**src/rtl/sched_pkg.sv**
```systemverilog
package sched_pkg;

   // Shadow field select codes; the end fields sit three codes after the start fields.
   typedef enum logic [2:0] {
      FLD_START_SEC  = 3'd0,
      FLD_START_CYC  = 3'd1,
      FLD_START_FINE = 3'd2,
      FLD_END_SEC    = 3'd3,
      FLD_END_CYC    = 3'd4,
      FLD_END_FINE   = 3'd5
   } fld_e;

   typedef enum logic [1:0] {
      RUN_IDLE   = 2'd0,
      RUN_WAIT   = 2'd1,
      RUN_ACTIVE = 2'd2
   } run_e;

   localparam int NUM_EDGES = 2;

   function automatic logic [2:0] fld_code(input int edge_idx, input int part);
      return 3'(edge_idx * 3 + part);
   endfunction

endpackage

```
**src/rtl/sched_shadow.sv**
```systemverilog
module sched_shadow
   import sched_pkg::*;
#(
   parameter int SEC_W   = 32,
   parameter int CYC_W   = 28,
   parameter int FINE_W  = 12,
   parameter int DATA_W  = 32,
   parameter int UPD_LAT = 3
) (
   input  logic                                 clk_i,
   input  logic                                 rst_ni,
   input  logic                                 wr_i,
   input  logic [2:0]                           wr_addr_i,
   input  logic [DATA_W-1:0]                    wr_data_i,
   input  logic                                 update_i,
   output logic [NUM_EDGES-1:0][SEC_W-1:0]      act_sec_o,
   output logic [NUM_EDGES-1:0][CYC_W-1:0]      act_cyc_o,
   output logic [NUM_EDGES-1:0][FINE_W-1:0]     act_fine_o,
   output logic                                 done_o
);

   localparam int CNT_W = $clog2(UPD_LAT + 1);

   if (UPD_LAT < 1) begin : g_bad_lat
      $error("sched_shadow: UPD_LAT must be at least 1");
   end
   if (SEC_W > DATA_W || CYC_W > DATA_W || FINE_W > DATA_W) begin : g_bad_width
      $error("sched_shadow: a time field is wider than the write data");
   end

   logic             busy_q;
   logic [CNT_W-1:0] cnt_q;
   logic             take;
   logic             commit;

   assign take   = update_i && !busy_q;
   assign commit = busy_q && (cnt_q == CNT_W'(1));
   assign done_o = !busy_q;

   always_ff @(posedge clk_i) begin
      if (!rst_ni) begin
         busy_q <= 1'b0;
         cnt_q  <= '0;
      end else if (take) begin
         busy_q <= 1'b1;
         cnt_q  <= CNT_W'(UPD_LAT);
      end else if (busy_q) begin
         cnt_q <= cnt_q - CNT_W'(1);
         if (commit) busy_q <= 1'b0;
      end
   end

   for (genvar e = 0; e < NUM_EDGES; e++) begin : g_edge
      localparam logic [2:0] A_SEC  = fld_code(e, 0);
      localparam logic [2:0] A_CYC  = fld_code(e, 1);
      localparam logic [2:0] A_FINE = fld_code(e, 2);

      logic [SEC_W-1:0]  sh_sec,  stg_sec,  act_sec;
      logic [CYC_W-1:0]  sh_cyc,  stg_cyc,  act_cyc;
      logic [FINE_W-1:0] sh_fine, stg_fine, act_fine;

      always_ff @(posedge clk_i) begin
         if (!rst_ni) begin
            sh_sec   <= '0;
            sh_cyc   <= '0;
            sh_fine  <= '0;
            stg_sec  <= '0;
            stg_cyc  <= '0;
            stg_fine <= '0;
            act_sec  <= '0;
            act_cyc  <= '0;
            act_fine <= '0;
         end else begin
            if (wr_i && wr_addr_i == A_SEC)  sh_sec  <= wr_data_i[SEC_W-1:0];
            if (wr_i && wr_addr_i == A_CYC)  sh_cyc  <= wr_data_i[CYC_W-1:0];
            if (wr_i && wr_addr_i == A_FINE) sh_fine <= wr_data_i[FINE_W-1:0];
            if (take) begin
               stg_sec  <= sh_sec;
               stg_cyc  <= sh_cyc;
               stg_fine <= sh_fine;
            end
            if (commit) begin
               act_sec  <= stg_sec;
               act_cyc  <= stg_cyc;
               act_fine <= stg_fine;
            end
         end
      end

      assign act_sec_o[e]  = act_sec;
      assign act_cyc_o[e]  = act_cyc;
      assign act_fine_o[e] = act_fine;
   end

   logic unused_wr_bits;
   assign unused_wr_bits = ^wr_data_i;

   AST_DONE_DROPS: assert property (@(posedge clk_i) disable iff (!rst_ni)
      update_i && done_o |=> !done_o);

   AST_ACT_FROZEN: assert property (@(posedge clk_i) disable iff (!rst_ni)
      !done_o && $past(!done_o) |-> $stable(act_sec_o) && $stable(act_cyc_o) && $stable(act_fine_o));

   AST_BUSY_UPD_IGNORED: assert property (@(posedge clk_i) disable iff (!rst_ni)
      !done_o && update_i && cnt_q != CNT_W'(1) |=> !done_o);

endmodule

```
**src/rtl/sched_lead_check.sv**
```systemverilog
module sched_lead_check #(
   parameter int SEC_W       = 32,
   parameter int CYC_W       = 28,
   parameter int CYC_PER_SEC = 125000000,
   parameter int MIN_LEAD    = 25
) (
   input  logic [SEC_W-1:0] tb_sec_i,
   input  logic [CYC_W-1:0] tb_cyc_i,
   input  logic [SEC_W-1:0] start_sec_i,
   input  logic [CYC_W-1:0] start_cyc_i,
   output logic             ok_o
);

   localparam logic [CYC_W:0] LEAD_EXT = (CYC_W + 1)'(MIN_LEAD);
   localparam logic [CYC_W:0] WRAP_EXT = (CYC_W + 1)'(CYC_PER_SEC);

   if (MIN_LEAD < 0 || MIN_LEAD >= CYC_PER_SEC) begin : g_bad_lead
      $error("sched_lead_check: MIN_LEAD must lie below CYC_PER_SEC");
   end

   logic [CYC_W:0]   sum;
   logic [CYC_W:0]   sum_wrapped;
   logic             carry;
   logic [CYC_W-1:0] thr_cyc;
   logic [SEC_W-1:0] thr_sec;

   always_comb begin
      sum         = {1'b0, tb_cyc_i} + LEAD_EXT;
      carry       = (sum >= WRAP_EXT);
      sum_wrapped = sum - WRAP_EXT;
      thr_cyc     = carry ? sum_wrapped[CYC_W-1:0] : sum[CYC_W-1:0];
      thr_sec     = tb_sec_i + SEC_W'(carry);
      ok_o        = (start_sec_i > thr_sec) ||
                    ((start_sec_i == thr_sec) && (start_cyc_i >= thr_cyc));
   end

endmodule

```
**src/rtl/sched_fire.sv**
```systemverilog
module sched_fire
   import sched_pkg::*;
#(
   parameter int SEC_W = 32,
   parameter int CYC_W = 28
) (
   input  logic                            clk_i,
   input  logic                            rst_ni,
   input  logic [SEC_W-1:0]                tb_sec_i,
   input  logic [CYC_W-1:0]                tb_cyc_i,
   input  logic [NUM_EDGES-1:0][SEC_W-1:0] edge_sec_i,
   input  logic [NUM_EDGES-1:0][CYC_W-1:0] edge_cyc_i,
   input  logic                            arm_i,
   input  logic                            lead_ok_i,
   output logic                            active_o,
   output logic                            start_stb_o,
   output logic                            end_stb_o,
   output logic                            trig_o,
   output logic                            err_o
);

   logic [NUM_EDGES-1:0] hit;

   for (genvar e = 0; e < NUM_EDGES; e++) begin : g_cmp
      assign hit[e] = (tb_sec_i == edge_sec_i[e]) && (tb_cyc_i == edge_cyc_i[e]);
   end

   run_e state_q;

   always_ff @(posedge clk_i) begin
      if (!rst_ni) begin
         state_q     <= RUN_IDLE;
         start_stb_o <= 1'b0;
         end_stb_o   <= 1'b0;
         trig_o      <= 1'b0;
         err_o       <= 1'b0;
      end else begin
         start_stb_o <= 1'b0;
         end_stb_o   <= 1'b0;
         if (arm_i) begin
            trig_o <= 1'b0;
            if (lead_ok_i) begin
               state_q <= RUN_WAIT;
               err_o   <= 1'b0;
            end else begin
               state_q <= RUN_IDLE;
               err_o   <= 1'b1;
            end
         end else begin
            case (state_q)
               RUN_WAIT: begin
                  if (hit[0]) begin
                     state_q     <= RUN_ACTIVE;
                     start_stb_o <= 1'b1;
                  end
               end
               RUN_ACTIVE: begin
                  if (hit[1]) begin
                     state_q   <= RUN_IDLE;
                     end_stb_o <= 1'b1;
                     trig_o    <= 1'b1;
                  end
               end
               default: state_q <= RUN_IDLE;
            endcase
         end
      end
   end

   assign active_o = (state_q == RUN_ACTIVE);

   AST_BAD_ARM_QUIET: assert property (@(posedge clk_i) disable iff (!rst_ni)
      arm_i && !lead_ok_i |=> err_o && !active_o);

   AST_START_STB_LEVEL: assert property (@(posedge clk_i) disable iff (!rst_ni)
      start_stb_o |-> active_o);

   AST_START_STB_SINGLE: assert property (@(posedge clk_i) disable iff (!rst_ni)
      start_stb_o |=> !start_stb_o);

   AST_END_STB_TRIG: assert property (@(posedge clk_i) disable iff (!rst_ni)
      end_stb_o |-> !active_o && trig_o);

   AST_TRIG_CLEARED_BY_ARM: assert property (@(posedge clk_i) disable iff (!rst_ni)
      arm_i |=> !trig_o);

endmodule

```
**src/rtl/abs_pulse_sched.sv**
```systemverilog
module abs_pulse_sched
   import sched_pkg::*;
#(
   parameter int SEC_W       = 32,
   parameter int CYC_W       = 28,
   parameter int FINE_W      = 12,
   parameter int DATA_W      = 32,
   parameter int CYC_PER_SEC = 125000000,
   parameter int MIN_LEAD    = 25,
   parameter int UPD_LAT     = 3
) (
   input  logic              clk_i,
   input  logic              rst_ni,
   input  logic [SEC_W-1:0]  tb_sec_i,
   input  logic [CYC_W-1:0]  tb_cyc_i,
   input  logic              wr_i,
   input  logic [2:0]        wr_addr_i,
   input  logic [DATA_W-1:0] wr_data_i,
   input  logic              update_i,
   input  logic              arm_i,
   input  logic              pol_i,
   output logic              pulse_o,
   output logic              start_stb_o,
   output logic              end_stb_o,
   output logic [FINE_W-1:0] start_fine_o,
   output logic [FINE_W-1:0] end_fine_o,
   output logic              done_o,
   output logic              trig_o,
   output logic              err_o
);

   if (CYC_PER_SEC < 1 || longint'(CYC_PER_SEC) > (64'd1 << CYC_W)) begin : g_bad_rate
      $error("abs_pulse_sched: CYC_PER_SEC does not fit the cycle field");
   end

   logic [NUM_EDGES-1:0][SEC_W-1:0]  act_sec;
   logic [NUM_EDGES-1:0][CYC_W-1:0]  act_cyc;
   logic [NUM_EDGES-1:0][FINE_W-1:0] act_fine;
   logic                             lead_ok;
   logic                             active;

   sched_shadow #(
      .SEC_W(SEC_W), .CYC_W(CYC_W), .FINE_W(FINE_W), .DATA_W(DATA_W), .UPD_LAT(UPD_LAT)
   ) i_shadow (
      .clk_i(clk_i), .rst_ni(rst_ni),
      .wr_i(wr_i), .wr_addr_i(wr_addr_i), .wr_data_i(wr_data_i),
      .update_i(update_i),
      .act_sec_o(act_sec), .act_cyc_o(act_cyc), .act_fine_o(act_fine),
      .done_o(done_o)
   );

   sched_lead_check #(
      .SEC_W(SEC_W), .CYC_W(CYC_W), .CYC_PER_SEC(CYC_PER_SEC), .MIN_LEAD(MIN_LEAD)
   ) i_lead (
      .tb_sec_i(tb_sec_i), .tb_cyc_i(tb_cyc_i),
      .start_sec_i(act_sec[0]), .start_cyc_i(act_cyc[0]),
      .ok_o(lead_ok)
   );

   sched_fire #(
      .SEC_W(SEC_W), .CYC_W(CYC_W)
   ) i_fire (
      .clk_i(clk_i), .rst_ni(rst_ni),
      .tb_sec_i(tb_sec_i), .tb_cyc_i(tb_cyc_i),
      .edge_sec_i(act_sec), .edge_cyc_i(act_cyc),
      .arm_i(arm_i), .lead_ok_i(lead_ok),
      .active_o(active), .start_stb_o(start_stb_o), .end_stb_o(end_stb_o),
      .trig_o(trig_o), .err_o(err_o)
   );

   assign pulse_o      = active ? pol_i : !pol_i;
   assign start_fine_o = act_fine[0];
   assign end_fine_o   = act_fine[1];

   AST_TRIG_INACTIVE: assert property (@(posedge clk_i) disable iff (!rst_ni)
      trig_o |-> pulse_o == !pol_i);

   AST_ERR_INACTIVE: assert property (@(posedge clk_i) disable iff (!rst_ni)
      err_o |-> pulse_o == !pol_i);

endmodule

```
**config.mk**
```make
export PLATFORM = sky130hd
export DESIGN_NAME = abs_pulse_sched
export DESIGN_NICKNAME = d
export VERILOG_FILES = /design/src/rtl/sched_pkg.sv /design/src/rtl/sched_shadow.sv /design/src/rtl/sched_lead_check.sv /design/src/rtl/sched_fire.sv /design/src/rtl/abs_pulse_sched.sv
export SDC_FILE = /design/constraint.sdc
export NUM_CORES = 1
export LEC_CHECK = 0
export BUFFER_PORTS_ARGS = -buffer_cell sky130_fd_sc_hd__buf_2
export CAP_MARGIN = 15
export CORE_ASPECT_RATIO = 1.75
export CORE_MARGIN = 2
export CORE_UTILIZATION = 65
export DETAILED_ROUTE_END_ITERATION = 6
export GPL_TIMING_DRIVEN = 0
export MAX_ROUTING_LAYER = met4
export PLACE_DENSITY_LB_ADDON = 0.3
export SYNTH_ARGS = -nofsm -noshare
export SYNTH_HDL_FRONTEND = slang
export SYNTH_SLANG_ARGS = --single-unit
export TNS_END_PERCENT = 20
```
**constraint.sdc**
```tcl
create_clock -name clk_i -period 15.4 [get_ports clk_i]
set_input_delay 0 -clock clk_i [delete_from_list [all_inputs] [get_ports clk_i]]
set_output_delay 0 -clock clk_i [all_outputs]
set_load 0.01 [all_outputs]
```
# ---- Word level (Yosys, flattened, before mapping)
# Cells that the tools add are included.
dict set report totals {
  ff_bits 441
  input_bits 101
  output_inout_bits 30
  word_cells 86
}
dict set report classes {
  add_sub_neg 4
  n_lt_le_gt_ge 3
  n_eq_ne 15
  muxes 15
  bitwise 3
  n_reduce_logical 21
}
# cell count
set ops {}
lappend ops {{32-bit == test} 3}
lappend ops {{28-bit == test} 2}
lappend ops {{32-bit by 1-bit adder with 32-bit output} 1}
lappend ops {{32-bit > comparator} 1}
lappend ops {{28-bit by 5-bit adder with 29-bit output (second input constant)} 1}
lappend ops {{29-bit by 27-bit greater-or-equal comparator with 1-bit output (second input constant)} 1}
lappend ops {{28-bit greater-or-equal comparator} 1}
lappend ops {{28-bit two-way mux} 1}
lappend ops {{28-bit by 27-bit subtractor with 28-bit output (second input constant)} 1}
lappend ops {{1-bit logical AND} 11}
lappend ops {{2-bit two-way mux} 5}
lappend ops {{1-bit two-way mux} 8}
lappend ops {{3-bit by 2-bit == test with 1-bit output (second input constant)} 2}
lappend ops {{3-bit == test (second input constant)} 2}
lappend ops {{3-bit by 2-bit != test with 1-bit output (second input constant)} 2}
lappend ops {{3-bit OR reduction} 2}
lappend ops {{2-bit by 1-bit == test with 1-bit output (second input constant)} 2}
lappend ops {{2-bit one-hot mux with 2 select lines} 1}
lappend ops {{2-bit AND reduction} 2}
lappend ops {{3-bit by 1-bit == test with 1-bit output (second input constant)} 1}
lappend ops {{3-bit zero test} 1}
lappend ops {{1-bit NOT} 3}
lappend ops {{2-bit == test (second input constant)} 1}
lappend ops {{1-bit zero test} 2}
lappend ops {{other kinds (4)} 4}

# ---- Logic depth before layout (Yosys ltp)
# Gate-level depths: netlist (run 1).
dict set report logic_depth {
  ltp_word 8
  depth_mapped 32
  depth_no_buf 31
}

# ---- By module
# Synthesis (run 1) repeated with hierarchy kept, for this count alone.
dict set report unflattened {
  cells_unflattened 2470
  hier_area_um2 19905.3
}
# mod instances cells_per_inst area_per_inst_um2 seq_area_each_um2
set by_module_without_submodules {}
lappend by_module_without_submodules {sched_shadow 1 1784 14774.2 8708.4}
lappend by_module_without_submodules {sched_lead_check 1 505 3617.2 0.0}
lappend by_module_without_submodules {sched_fire 1 180 1505.2 120.1}
lappend by_module_without_submodules {abs_pulse_sched 1 1 8.8 0.0}

# ---- Worst setup path after synthesis (run 1)
# No wires, ideal clock.
dict set report synth_timing {
  path_kind {input to register}
  start {input port tb_cyc_i[3]}
  end {register i_fire.err_o}
  setup_time_ns 0.117
  t_arrival_ns 6.232
  required_ns 15.283
  setup_slack_ns 9.052
  stages 30
  path_buffers 1
  cell_sequence {buf_2 a311o_1 nand3_1 xor2_1 ha_1 and4b_1 nand3_1 or4b_2 nor3_1 nand4_2 and3_4 inv_2 ha_1 ha_1 nand2_1 nor3_1 nand3_1 nor3_1 nand2_1 nor2_1 xnor2_1 ha_1 and4_1 nand3_1 or4_1 or4_1 a211o_1 nand4_1 o211ai_1 o211a_1}
}
dict set report synth_via {
  elab_chain_cells 7
  word_cells_on_any_way 11
  classes_between {add/sub: 3; order compare: 3; eq/ne: 1; mux: 2; reduce/logical: 2}
}
# item line
set synth_lines {}
lappend synth_lines {{start, declared} abs_pulse_sched.sv:15} ;# input logic [CYC_W-1:0] tb_cyc_i,
lappend synth_lines {{28-bit by 5-bit adder with 29-bit output (*)} sched_lead_check.sv:28} ;# sum = {1'b0, tb_cyc_i} + LEAD_EXT;
lappend synth_lines {{branches (longest 4 deep; another with 32-bit by 1-bit adder with 32-bit output)} -}
lappend synth_lines {{1-bit logical OR (*)} sched_lead_check.sv:33} ;# ok_o = (start_sec_i > thr_sec) ||
lappend synth_lines {{1-bit two-way mux (*)} sched_fire.sv:42} ;# if (lead_ok_i) begin
lappend synth_lines {{end signal, assigned} sched_fire.sv:36} ;# err_o <= 1'b0;
lappend synth_lines {{end signal, assigned} sched_fire.sv:44} ;# err_o <= 1'b0;
lappend synth_lines {{end signal, assigned} sched_fire.sv:47} ;# err_o <= 1'b1;
lappend synth_lines {{end, declared} sched_fire.sv:19} ;# output logic err_o
# Mark *: on every way between the ends.
# A chain may end at the register's enable or synchronous reset.

# ---- Worst setup path in the final report (run 1)
dict set report layout_timing {
  start {input port tb_cyc_i[1]}
  end {register i_fire.state_q[0]}
}
dict set report layout_via {
  elab_chain_cells 8
  word_cells_on_any_way 19
  classes_between {add/sub: 3; order compare: 3; eq/ne: 5; mux: 3; reduce/logical: 5}
}
# item line
set layout_lines {}
lappend layout_lines {{branches (longest 8 deep; another with 32-bit by 1-bit adder with 32-bit output)} -}
lappend layout_lines {{end signal, assigned} sched_fire.sv:43} ;# state_q <= RUN_WAIT;
lappend layout_lines {{end signal, assigned} sched_fire.sv:46} ;# state_q <= RUN_IDLE;
lappend layout_lines {{end signal, assigned} sched_fire.sv:53} ;# state_q <= RUN_ACTIVE;
lappend layout_lines {{end, declared} sched_fire.sv:28} ;# run_e state_q;
# Several ways; the timed one is not identified.

==> load_flow_metrics.sql, run 1 <==
INSERT INTO impl_metrics (metric_group, metric, value, unit) VALUES
('critical_path', 'crit_path_buf_inv_count', '5', ''),
('route', 'drcViolationCount', '0', ''),
('finish', 'final_util', '73.97', '%'),
('die', 'dieArea', '33820', 'um2'),
('die', 'horiz_die_dim', '139.9', 'um'),
('critical_path', 'crit_required', '15.82', 'ns'),
('critical_path', 'crit_path_max_delay_family', 'simple AND/OR/NAND/NOR gates', ''),
('critical_path', 'critical_path.slowest_cell', 'sky130_fd_sc_hd__or4b_2', ''),
('synthesis', 'post_synth_xor_area_fraction', '7.923', '%'),
('global_routing', 'number_of_global_route_vias_before_repair', '19400', ''),
('power', 'power.density_cell_area', '101.4', 'nW/um2'),
('clocking', 'post_cts_resize_count', '0', ''),
('clocking', 'cts_setup_buffers', '0', ''),
('synthesis', 'synthDominantCellAreaShare', '42.03', '%'),
('clocking', 'ctsHoldBuffers', '38', ''),
('timing', 'timing_max_transition_violations_final', '0', ''),
('finish', 'mostFrequentLayoutCell', 'sky130_fd_sc_hd__nand2_1', ''),
('synthesis', 'synth.cell_area', '21000', 'um2'),
('die', 'start_util', '65.63', '%'),
('timing', 'fin_crit', '8.169', 'ns'),
('global_routing', 'antenna_found_initial', '3', ''),
('timing', 'rsz0062_at_grt', 'false', ''),
('clocking', 'clk_transition_reported_paths', '0.06', 'ns'),
('critical_path', 'timing.critical_path.fanout_max', '8', ''),
('synthesis', 'syn_area_per_cell', '8.113', 'um2'),
('route', 'wl_per_cell', '24.31', 'um'),
('route', 'final_antenna_violating_net_count', '0', ''),
('finish', 'layout.filler_cells', '2358', ''),
('route', 'routed_via_density', '6.068', ''),
('finish', 'post_route_cells_drive_above_1_share', '7.043', '%'),
('timing', 'max-slew-margin-rel', '16.40', '%'),
('synthesis', 'edff_count_synth', '0', ''),
('route', 'routed_wirelength', '77.82', 'mm'),
('finish', 'most-common-layout-cells', 'sky130_fd_sc_hd__nand2_1 (912), sky130_fd_sc_hd__dfxtp_1 (441), sky130_fd_sc_hd__a21boi_0 (433)', ''),
('synthesis', 'synth_seq_area_share', '42.03', '%'),
('synthesis', 'syn-num-nets', '2757', ''),
('place', 'gp_routability_congestion', '1.138', ''),
('synthesis', 'ys_async_sr_fraction', '0', '%'),
('die', 'io_pins', '131', ''),
('finish', 'layout.nets', '2935', ''),
('clocking', 'clock_sinks', '441', ''),
('global_routing', 'grt_usage', '46.48', '%'),
('synthesis', 'yosysUniqueCellTypes', '70', ''),
('clocking', 'deepest_level_of_the_cts_h_tree', '2', ''),
('run_status', 'outcome', 'complete, no violations', ''),
('synthesis', 'synth_top_family_by_area', 'simple AND/OR/NAND/NOR gates', ''),
('timing', 'setup_slack', '7.231', 'ns'),
('critical_path', 'end_kind', 'flop', ''),
('critical_path', 'timing.rr.start', 'i_shadow.g_edge[0].act_sec[29]$_SDFFE_PN0P_', ''),
('timing', 'setup-tns-final', '0', 'ns'),
('timing', 'final-hold-violation-count', '0', ''),
('route', 'drt_iter0_markers', '1363', ''),
('die', 'placeableCoreArea', '32000', 'um2'),
('worst_hold_path', 'timing.hold.worst.class', 'primary input to flop', ''),
('route', 'met3WireLength', '5.724', 'mm'),
('power', 'fin_total_pwr', '0.002400', 'W'),
('critical_path', 'timing.reg2reg.setup_slack', '12.06', 'ns'),
('synthesis', 'synth_top_cells_by_area', 'sky130_fd_sc_hd__dfxtp_1 (42%), sky130_fd_sc_hd__nand2_1 (16%), sky130_fd_sc_hd__a21boi_0 (15%)', ''),
('timing', 'setup_viol', '0', ''),
('synthesis', 'syn-instance-count', '2589', ''),
('critical_path', 'cp-start-kind', 'primary input', ''),
('clocking', 'tritoncts', 'yes', ''),
('route', 'top_layer_used', 'met4', ''),
('finish', 'stdcell_area', '23670', 'um2'),
('timing', 'final_min_period_over_clock_period', '53.04', '%'),
('route', 'dr_wl_met2', '36.65', 'mm'),
('timing', 'worst_slew_pin_slew', '1.242', 'ns'),
('place', 'placed_area', '22000', 'um2'),
('synthesis', 'synth_flop_cell', 'sky130_fd_sc_hd__dfxtp_1', ''),
('timing', 'worst_clock_skew', '0.02570', 'ns'),
('route', 'dr_total_vias', '19430', '');
-- cells in the mapped netlist (3+ instances only) --
| cell type | count |
|---|---|
| sky130_fd_sc_hd__clkbuf_1 | 153 |
| sky130_fd_sc_hd__nor2b_1 | 11 |
| sky130_fd_sc_hd__nor4_1 | 21 |
| sky130_fd_sc_hd__a311o_1 | 3 |
| sky130_fd_sc_hd__nand2b_1 | 10 |
| sky130_fd_sc_hd__a211oi_1 | 6 |
| sky130_fd_sc_hd__buf_2 | 8 |
| sky130_fd_sc_hd__and4_1 | 5 |
| sky130_fd_sc_hd__a21oi_1 | 27 |
| sky130_fd_sc_hd__o21ai_0 | 16 |
| sky130_fd_sc_hd__a21boi_0 | 433 |
| sky130_fd_sc_hd__nand2_1 | 912 |
| sky130_fd_sc_hd__o211ai_1 | 4 |
| sky130_fd_sc_hd__or4_1 | 4 |
| sky130_fd_sc_hd__or2_2 | 5 |
| sky130_fd_sc_hd__o31ai_1 | 5 |
| sky130_fd_sc_hd__a31oi_1 | 14 |
| sky130_fd_sc_hd__and2_1 | 6 |
| sky130_fd_sc_hd__nand3_1 | 28 |
| sky130_fd_sc_hd__dfxtp_1 | 441 |
| sky130_fd_sc_hd__nor2_1 | 39 |
| sky130_fd_sc_hd__inv_1 | 23 |
| sky130_fd_sc_hd__or3_1 | 4 |
| sky130_fd_sc_hd__o21a_1 | 4 |
| sky130_fd_sc_hd__nor3_1 | 19 |
| sky130_fd_sc_hd__a21o_1 | 14 |
| sky130_fd_sc_hd__a211o_1 | 4 |
| sky130_fd_sc_hd__nand4_1 | 37 |
| sky130_fd_sc_hd__ha_1 | 67 |
| sky130_fd_sc_hd__and3_1 | 11 |
| sky130_fd_sc_hd__buf_1 | 13 |
| sky130_fd_sc_hd__buf_4 | 5 |
| sky130_fd_sc_hd__xnor2_1 | 119 |
| sky130_fd_sc_hd__xor2_1 | 71 |
-- state kept, by name, indices dropped and copies added, names as in the netlist, 24 cells and up --
name and count:
i_shadow.g_edge.act_cyc 56, i_shadow.g_edge.act_fine 24, i_shadow.g_edge.act_sec 64, i_shadow.g_edge.sh_cyc 56
i_shadow.g_edge.sh_fine 24, i_shadow.g_edge.sh_sec 64, i_shadow.g_edge.stg_cyc 56, i_shadow.g_edge.stg_fine 24
i_shadow.g_edge.stg_sec 64
-- worst register-to-register path: stages (launching register included) --
cell,delay [ns]
sky130_fd_sc_hd__dfxtp_1,0.38
sky130_fd_sc_hd__ha_1,0.33
sky130_fd_sc_hd__and4_1,0.23
sky130_fd_sc_hd__nand3_1,0.14
sky130_fd_sc_hd__or4_1,0.63
sky130_fd_sc_hd__nor4_1,0.59
sky130_fd_sc_hd__o211ai_1,0.30
sky130_fd_sc_hd__o211ai_1,0.45
sky130_fd_sc_hd__a21boi_0,0.15
-- worst paths after layout --
| path | end | cells after the start |
|---|---|---|
| max reg2reg | i_fire.state_q[0]$_SDFFE_PN0P_ | 8 |
| min | i_fire.start_stb_o$_SDFF_PP0_ | 5 |
| max | i_fire.state_q[0]$_SDFFE_PN0P_ | 33 |
| min reg2reg | i_shadow.g_edge[0].act_cyc[9]$_SDFFE_PN0P_ | 2 |
-- final cells by class --
cell class / instances / area [um2] / share of cell area (%)
Inverter: 24 / 90.09 / 0.3805
Sequential cell: 441 / 8828 / 37.29
Antenna cell: 4 / 10.01 / 0.04228
Multi-Input combinational cell: 1943 / 11370 / 48.02
Clock buffer: 56 / 1111 / 4.693
Buffer: 181 / 723.2 / 3.055
Clock inverter: 15 / 161.4 / 0.6818
Tap cell: 400 / 500.5 / 2.114
Timing Repair Buffer: 137 / 880.8 / 3.721
-- logic make-up (layout without fill, tap and decap cells) --
family,after synthesis,after routing
AOI/OAI and AO/OA,556,556
xor gates and xnor gates,190,190
adders and majority gates,67,67
buffers and inverters,205,413
DFF,441,441
muxes,2,2
other,0,4
and+or+nand+nor,1128,1128
-- power by group --
part	switching (W)	leakage [nW]	internal [W]
logic	0.000172	4.05	0.0000800
clock network	0.000444	0.625	0.000543
registers	0.00000813	3.56	0.00115
total	0.000624	8.24	0.00178
-- per-layer routing --
layer  GRT usage, %  vias up
li1               -     8962
met1          45.45     9089
met2          75.42      972
met3          8.455      402
met4          46.03        0
met5              -        -
-- through the flow --
stage	hold WS (ns)	cells
global route	0.1778	3200
finish	0.1705	3201
detailed placement	0.2841	3087
CTS	0.1393	3196
global placement	0.2690	3086
floorplan	0.08767	2589
No activity file was read; power rests on OpenSTA's default activity.
==> run 2: changes to the inputs <==
--- a/config.mk
+++ b/config.mk
@@ -9,7 +9,7 @@
 export CAP_MARGIN = 15
 export CORE_ASPECT_RATIO = 1.75
 export CORE_MARGIN = 2
-export CORE_UTILIZATION = 65
+export CORE_UTILIZATION = 61
 export DETAILED_ROUTE_END_ITERATION = 6
 export GPL_TIMING_DRIVEN = 0
 export MAX_ROUTING_LAYER = met4
==> constraint.sdc (replaced) <==
create_clock -name clk_i -period 7.79 [get_ports clk_i]
set_input_delay 0 -clock clk_i [delete_from_list [all_inputs] [get_ports clk_i]]
set_output_delay 0 -clock clk_i [all_outputs]
set_load 0.01 [all_outputs]
==> run 2 against run 1 <==
Net effect:
- count of clock-buffer cells in the layout is 2 higher
- combinational power increased by 94%
- routed wire length decreased by 6.2%
- clock power increased by 100%
- final cell count rose by 2.0%
- sequential share of layout area shrank 0.29 points
- critical path depth decreased by 5
- global-route usage down 4.6 points
- die area up 6.4%
- total power grew 99%
- non-clock buffer count is the same
- critical endpoint unchanged
- largest power group unchanged
==> load_flow_metrics.sql, run 2 (synthesis gave the netlist of run 1 again) <==
INSERT INTO impl_metrics (metric_group, metric, value, unit) VALUES
('run_status', 'outcome', 'complete, no violations', ''),
('die', 'placeableCoreArea', '33850', 'um2'),
('die', 'dieArea', '35990', 'um2'),
('finish', 'final_util', '70.48', '%'),
('timing', 'fmax', '133.6', 'MHz'),
('place', 'placed_area', '22060', 'um2'),
('route', 'dr_total_vias', '18860', ''),
('clocking', 'clock_path_buffers', '3', ''),
('worst_hold_path', 'hold_path_end', 'i_fire.end_stb_o$_SDFF_PP0_', ''),
('timing', 'setup_slack', '0.3057', 'ns'),
('critical_path', 'criticalPathCategory', 'primary input to flop', ''),
('critical_path', 'crit_start', 'tb_cyc_i[1]', ''),
('timing', 'timing_max_transition_violations_final', '0', ''),
('worst_hold_path', 'timing.hold.worst.class', 'primary input to flop', ''),
('timing', 'setup_viol', '0', ''),
('timing', 'fin_crit', '7.484', 'ns'),
('die', 'start_util', '62.05', '%'),
('place', 'port-buffer-count', '97', ''),
('timing', 'final-hold-violation-count', '0', ''),
('worst_hold_path', 'holdCritStartpoint', 'rst_ni', ''),
('die', 'horiz_die_dim', '144.3', 'um'),
('critical_path', 'arrival_time_of_data_at_the_critical_path_endpoint', '7.95', 'ns'),
('critical_path', 'ff2ff_path_depth', '9', ''),
('timing', 'max-slew-margin-rel', '22.62', '%'),
('clocking', 'tritoncts', 'yes', ''),
('clocking', 'deepest_level_of_the_cts_h_tree', '2', ''),
('finish', 'top_regs', 'i_shadow.g_edge.act_sec (64), i_shadow.g_edge.sh_sec (64), i_shadow.g_edge.stg_sec (64)', ''),
('finish', 'mostFrequentLayoutCell', 'sky130_fd_sc_hd__nand2_1', ''),
('timing', 'worst_slew_pin_slew', '1.146', 'ns'),
('clocking', 'clk_latency_worst_skew_pair', '0.55', 'ns'),
('global_routing', 'antenna_found_initial', '13', ''),
('finish', 'layout.filler_cells', '2874', ''),
('critical_path', 'timing.reg2reg.setup_slack', '4.37', 'ns'),
('finish', 'syn_to_final_growth', '13.59', '%'),
('die', 'io_pins', '131', ''),
('clocking', 'cts_setup_buffers', '0', ''),
('global_routing', 'number_of_global_route_vias_before_repair', '18910', ''),
('timing', 'rsz0062_at_grt', 'false', ''),
('critical_path', 'critical_path.slowest_cell', 'sky130_fd_sc_hd__or4_1', ''),
('power', 'vdd.ir_drop.worst', '0.0002046', 'V'),
('critical_path', 'critical_path.max_stage_delay', '0.67', 'ns'),
('route', 'routed_via_density', '5.775', ''),
('global_routing', 'maximum_number_of_pins_on_one_net_before_global_route_repair', '16', ''),
('critical_path', 'end_kind', 'flop', ''),
('critical_path', 'timing.rr.start', 'i_shadow.g_edge[0].act_sec[31]$_SDFFE_PN0P_', ''),
('job', 'max_cap_viol_count', '0', ''),
('timing', 'setup-tns-final', '0', 'ns'),
('critical_path', 'cp-start-kind', 'primary input', ''),
('finish', 'layout.nets', '2936', ''),
('clocking', 'cts_inserted_buffers', '40', ''),
('clocking', 'clock_sinks', '441', ''),
('timing', 'worst_clock_skew', '0.01773', 'ns'),
('finish', 'post_route_cells_drive_above_1_share', '7.437', '%'),
('place', 'dpl_worst_slack', '-1.014', 'ns'),
('place', 'hpwlAfterDp', '57.21', 'mm'),
('route', 'final_antenna_violating_net_count', '0', ''),
('route', 'routed_wirelength', '72.96', 'mm'),
('place', 'gp_routability_congestion', '1.109', ''),
('die', 'die_h', '249.5', 'um'),
('route', 'drcViolationCount', '0', ''),
('global_routing', 'global_route_wire_length_before_repair', '108.2', 'mm'),
('worst_hold_path', 'hold_depth', '4', ''),
('critical_path', 'timing.critical_path.fanout_max', '8', ''),
('critical_path', 'crit_required', '8.26', 'ns'),
('power', 'power.density_cell_area', '199.9', 'nW/um2'),
('clocking', 'clk_transition_reported_paths', '0.06', 'ns'),
('finish', 'most-common-layout-cells', 'sky130_fd_sc_hd__nand2_1 (912), sky130_fd_sc_hd__dfxtp_1 (441), sky130_fd_sc_hd__a21boi_0 (433)', ''),
('clocking', 'clock_tree.root_cell', 'sky130_fd_sc_hd__clkbuf_16', ''),
('timing', 'final_min_period_over_clock_period', '96.08', '%'),
('global_routing', 'grt_usage', '41.84', '%'),
('critical_path', 'cell_mode_on_critical_path', 'sky130_fd_sc_hd__ha_1', ''),
('route', 'drt_iter0_markers', '1144', ''),
('power', 'p_leak', '8.297', 'nW'),
('finish', 'stdcell_area', '23860', 'um2'),
('global_routing', 'globalRoute.totalOverflow', '0', ''),
('die', 'row_count', '89', ''),
('route', 'drtPass1Iterations', '5', ''),
('critical_path', 'crit-reg2reg-capture', 'i_fire.state_q[0]$_SDFFE_PN0P_', ''),
('route', 'wl_per_cell', '22.35', 'um');
run 2: critical path: cells and delay by family:
| family | cells | cell delay (ns) |
|---|---|---|
| XOR/XNOR | 2 | 0.45 |
| AO/OA/AOI/OAI | 7 | 2.22 |
| buffers and inverters | 2 | 0.43 |
| adder cells (fa/ha/maj) | 4 | 1.07 |
| AND/OR/NAND/NOR | 13 | 3.77 |
run 2: area by class of cell:
cell class / count / area [um2] / share of cell area (%)
plain buffers: 180 / 719.4 / 3.015
clock buffers: 58 / 1169 / 4.898
well taps: 455 / 569.3 / 2.386
clock inverters: 13 / 135.1 / 0.5664
repair buffers: 138 / 890.9 / 3.734
multi-input cells: 1943 / 11420 / 47.88
flip-flops and latches: 441 / 8828 / 37.00
diodes: 13 / 32.53 / 0.1363
inverters: 24 / 90.09 / 0.3776
run 2: what timing repair did:
action	in CTS	in global routing
pin swaps	0	0
endpoints found under the hold margin	152	0
resized for setup	5	8
hold buffers	40	0
endpoints found under the setup margin	2	2
run 2: worst max-delay path by stage:
stage                                          end  slack (ns)  cells after the start
floorplan                i_fire.err_o$_SDFFE_PN0P_        1.44                     30
global placement    i_fire.state_q[0]$_SDFFE_PN0P_        -1.0                     28
detailed placement  i_fire.state_q[0]$_SDFFE_PN0P_       -1.01                     28
CTS                 i_fire.state_q[0]$_SDFFE_PN0P_        0.16                     33
global route        i_fire.state_q[0]$_SDFFE_PN0P_        0.03                     32
finish              i_fire.state_q[0]$_SDFFE_PN0P_        0.31                     28
run 2: metal layers:
layer / global-route usage [%] / part of all wire, % / wire, um
met1: 41.89 / 34 / 25000
met2: 67.82 / 47 / 34450
met3: 8.423 / 7.2 / 5257
met4: 37.06 / 11 / 8256
met5: - / 0 / 0
run 2: where the power goes:
part,internal (W),switching (W),total [W]
combinational,0.000158,0.000330,0.000488
clock,0.00111,0.000873,0.00199
sequential,0.00228,0.0000157,0.00229
run 2: through the flow:
step | power [W] | hold slack [ns] | std cells
after floorplan | 0.002613 | 0.08767 | 2589
after global placement | 0.002789 | 0.2679 | 3141
after detailed placement | 0.002798 | 0.2808 | 3141
after CTS | 0.004757 | 0.09135 | 3252
after global routing | 0.004890 | 0.1406 | 3265
final | 0.004768 | 0.1506 | 3265
==> run 3: changes to the inputs <==
--- a/config.mk
+++ b/config.mk
@@ -16,5 +16,6 @@
 export PLACE_DENSITY_LB_ADDON = 0.3
 export SYNTH_ARGS = -nofsm -noshare
 export SYNTH_HDL_FRONTEND = slang
+export SYNTH_HIERARCHICAL = 1
 export SYNTH_SLANG_ARGS = --single-unit
 export TNS_END_PERCENT = 20
==> run 3 against run 2 <==
Net effect:
- clock skew is 0.012 ns higher
- first-iteration DRC count grew 21%
- global-route usage is 3.0 points lower
- non-clock buffer count grew 6
- critical path depth increased by 6
- routed wire length is 11% lower
- worst setup slack better by 0.38 ns
- count of clock-buffer cells in the layout unchanged
- register-to-register slack better by 0.20 ns
- sequential share of layout area increased by 2.0 points
- clock power fell by 6%
- critical endpoint is now i_fire/err_o$_SDFFE_PN0P_
- largest power group unchanged
- highest routed layer unchanged
==> load_flow_metrics.sql, run 3 <==
INSERT INTO impl_metrics (metric_group, metric, value, unit) VALUES
('run_status', 'outcome', 'complete, no violations', ''),
('synthesis', 'synth_most_common_cell', 'sky130_fd_sc_hd__nand2_1', ''),
('critical_path', 'crit_path_max_delay_family', 'simple AND/OR/NAND/NOR gates', ''),
('power', 'net-switching-power', '0.001160', 'W'),
('timing', 'setup_viol', '0', ''),
('critical_path', 'cp-start-kind', 'primary input', ''),
('worst_hold_path', 'timing.hold.worst.class', 'primary input to flop', ''),
('route', 'drtPass1Iterations', '5', ''),
('power', 'p_seq_share', '49.5', '%'),
('place', 'placed_area', '21060', 'um2'),
('clocking', 'cts_setup_buffers', '0', ''),
('power', 'clockPowerShare', '40.4', '%'),
('synthesis', 'syn-instance-count', '2470', ''),
('timing', 'final-hold-violation-count', '0', ''),
('place', 'hpwlAfterDp', '50.15', 'mm'),
('clocking', 'deepest_level_of_the_cts_h_tree', '2', ''),
('synthesis', 'synth_top_cells_by_area', 'sky130_fd_sc_hd__dfxtp_1 (44%), sky130_fd_sc_hd__nand2_1 (13%), sky130_fd_sc_hd__a21oi_1 (7.8%)', ''),
('power', 'internal_power', '0.003478', 'W'),
('critical_path', 'cell_mode_on_critical_path', 'sky130_fd_sc_hd__ha_1', ''),
('synthesis', 'synthDominantAreaCellType', 'sky130_fd_sc_hd__dfxtp_1', ''),
('timing', 'fmax', '140.8', 'MHz'),
('synthesis', 'netlist_top_cells_count', 'sky130_fd_sc_hd__nand2_1 (668), sky130_fd_sc_hd__dfxtp_1 (441), sky130_fd_sc_hd__a21oi_1 (311)', ''),
('place', 'placed_cells_incl_taps', '3000', ''),
('die', 'horiz_die_dim', '140.6', 'um'),
('global_routing', 'globalRoute.totalOverflow', '0', ''),
('synthesis', 'synth.cell_area', '19910', 'um2'),
('timing', 'max-slew-margin-rel', '46.43', '%'),
('timing', 'setup-tns-final', '0', 'ns'),
('finish', 'layout.filler_cells', '2634', ''),
('place', 'gp_routability_congestion', '1.059', ''),
('finish', 'post_route_cells_drive_above_1_share', '11.07', '%'),
('finish', 'top_regs', 'i_shadow/g_edge.act_sec (64), i_shadow/g_edge.sh_sec (64), i_shadow/g_edge.stg_sec (64)', ''),
('die', 'placeableCoreArea', '32220', 'um2'),
('timing', 'final_min_period_over_clock_period', '91.17', '%'),
('power', 'p_leak', '8.048', 'nW'),
('finish', 'instances_no_fill', '3100', ''),
('finish', 'stdcell_area', '22630', 'um2'),
('critical_path', 'end_kind', 'flop', ''),
('route', 'drcViolationCount', '0', ''),
('critical_path', 'crit_required', '8.27', 'ns'),
('finish', 'layout.nets', '2841', ''),
('synthesis', 'ys_async_sr_fraction', '0', '%'),
('clocking', 'clock_path_buffers', '3', ''),
('global_routing', 'number_of_global_route_vias_before_repair', '18140', ''),
('place', 'port-buffer-count', '130', ''),
('finish', 'antennaDiodeCount', '0', ''),
('synthesis', 'yosys_warnings', '6', ''),
('timing', 'worst_slew_pin_slew', '0.8016', 'ns'),
('power', 'power_switching_share', '25.01', '%'),
('timing', 'fin_crit', '7.102', 'ns'),
('clocking', 'cts_inserted_buffers', '37', ''),
('power', 'vdd.ir_drop.worst', '0.0002157', 'V'),
('critical_path', 'arrival_time_of_data_at_the_critical_path_endpoint', '7.58', 'ns'),
('die', 'io_pins', '131', ''),
('critical_path', 'criticalPathCategory', 'primary input to flop', ''),
('route', 'wl_per_cell', '21.03', 'um'),
('die', 'row_count', '87', ''),
('global_routing', 'grt_usage', '38.86', '%'),
('die', 'die_h', '243.0', 'um'),
('clocking', 'clk_transition_reported_paths', '0.07', 'ns'),
('critical_path', 'timing.critical_path.fanout_max', '10', ''),
('timing', 'worst_clock_skew', '0.02980', 'ns'),
('route', 'dr_total_vias', '18480', ''),
('clocking', 'clock_tree.root_cell', 'sky130_fd_sc_hd__clkbuf_16', ''),
('synthesis', 'synth_flop_cell', 'sky130_fd_sc_hd__dfxtp_1', ''),
('job', 'max_cap_viol_count', '0', ''),
('power', 'power.combinational.fraction', '10.1', '%'),
('finish', 'syn_to_final_growth', '13.70', '%'),
('synthesis', 'syn-num-nets', '2638', ''),
('finish', 'mostFrequentLayoutCell', 'sky130_fd_sc_hd__nand2_1', ''),
('critical_path', 'critical_path.slowest_cell', 'sky130_fd_sc_hd__dlygate4sd3_1', ''),
('die', 'start_util', '61.78', '%'),
('global_routing', 'antenna_found_initial', '0', ''),
('synthesis', 'edff_count_synth', '0', ''),
('synthesis', 'postSynthRegisterBits', '441', ''),
('timing', 'rsz0062_at_grt', 'false', ''),
('synthesis', 'yosysUniqueCellTypes', '72', ''),
('power', 'power.density_cell_area', '204.9', 'nW/um2'),
('clocking', 'tritoncts', 'yes', ''),
('timing', 'worst_hold_slack', '0.03179', 'ns'),
('route', 'routed_via_density', '5.960', ''),
('global_routing', 'global_route_wire_length_before_repair', '99.55', 'mm'),
('finish', 'most-common-layout-cells', 'sky130_fd_sc_hd__nand2_1 (668), sky130_fd_sc_hd__dfxtp_1 (441), sky130_fd_sc_hd__a21oi_1 (311)', ''),
('synthesis', 'synth_seq_area_share', '44.35', '%'),
('timing', 'timing_max_transition_violations_final', '0', ''),
('clocking', 'clock_sinks', '441', ''),
('critical_path', 'crit_path_buf_inv_count', '5', ''),
('die', 'dieArea', '34150', 'um2'),
('synthesis', 'syn_area_per_cell', '8.059', 'um2'),
('critical_path', 'critical_path.max_stage_delay', '0.53', 'ns'),
('route', 'drt_iter0_markers', '1381', ''),
('route', 'routed_wirelength', '65.19', 'mm'),
('route', 'final_antenna_violating_net_count', '0', ''),
('synthesis', 'synthDominantCellAreaShare', '44.35', '%'),
('clocking', 'clk_latency_worst_skew_pair', '0.54', 'ns'),
('global_routing', 'maximum_number_of_pins_on_one_net_before_global_route_repair', '17', '');
## run 3: changes by cell type after synthesis, sizes merged, moves of 6 or more
cell / delta
nand2: -242
nand4: +18
a31oi: -10
inv: -6
xor2: -35
nand3: +147
xnor2: +36
o21ai: +156
a21boi: -431
nor4: -6
a21oi: +284
buf: +49
clkbuf: -70
## run 3: routing by layer
layer / GRT usage, % / up-vias / routed length (um)
met2: 62.43 / 766 / 30530
met4: 33.65 / 0 / 6809
met3: 4.557 / 278 / 3739
met1: 42.41 / 8614 / 24100
li1: - / 8819 / -
met5: - / - / 0
## run 3: logic make-up after synthesis
family	share of synthesized area, %
buf+inv	4.004
flops	44.35
mux	0.05029
compound gates	16.14
xor+xnor	8.404
fa+ha+maj	4.211
simple gates	22.84
## run 3: per-stage QoR
step	utilization (%)	setup slack, ns	total power (W)
floorplan	-	2.387	0.002601
global placement	65.35	0.5113	0.002774
detailed placement	65.35	0.4620	0.002785
CTS	70.20	0.5622	0.004635
global route	70.24	0.1179	0.004767
finish	70.24	0.6876	0.004638
## run 3: cell type report
type | count | area, um2 | share of cell area, %
clock buffers | 58 | 1116 | 4.931
well taps | 400 | 500.5 | 2.211
plain buffers | 160 | 729.5 | 3.223
repair buffers | 164 | 991.0 | 4.379
clock inverters | 8 | 107.6 | 0.4755
multi-input cells | 1851 | 10290 | 45.47
inverters | 18 | 67.56 | 0.2985
flip-flops and latches | 441 | 8828 | 39.01
## run 3: worst min-delay path: stages
cell and delay, ns:
sky130_fd_sc_hd__buf_2 0.10, sky130_fd_sc_hd__nand2_1 0.36, sky130_fd_sc_hd__o21ai_2 0.08
## run 3: power groups by stage
stage / registers (W) / clock network (W) / logic (W)
3_5_place_dp: 0.00234 / 0 / 0.000440
5_1_grt: 0.00229 / 0.00197 / 0.000500
3_3_place_gp: 0.00234 / 0 / 0.000431
2_1_floorplan: 0.00234 / 0 / 0.000262
6_report: 0.00229 / 0.00188 / 0.000468
4_1_cts: 0.00229 / 0.00189 / 0.000456
## run 3: path summary, 6_finish.rpt
kind	startpoint	end	slack, ns	cells past startpoint
setup / recovery	tb_cyc_i[0]	i_fire/err_o$_SDFFE_PN0P_	0.69	34
hold / removal	wr_data_i[7]	i_shadow/g_edge[0].sh_sec[7]$_SDFFE_PN0P_	0.03	3
hold reg to reg	i_shadow/g_edge[1].act_fine[8]$_SDFFE_PN0P_	i_shadow/g_edge[1].act_fine[8]$_SDFFE_PN0P_	0.45	2
setup reg to reg	i_shadow/g_edge[0].act_sec[31]$_SDFFE_PN0P_	i_fire/err_o$_SDFFE_PN0P_	4.57	10
## run 3: what timing repair did
item | in CTS | in global routing
endpoints found under the setup margin | 0 | 1
resized for setup | 0 | 2
hold endpoints to repair | 73 | 0
hold buffers | 34 | 0
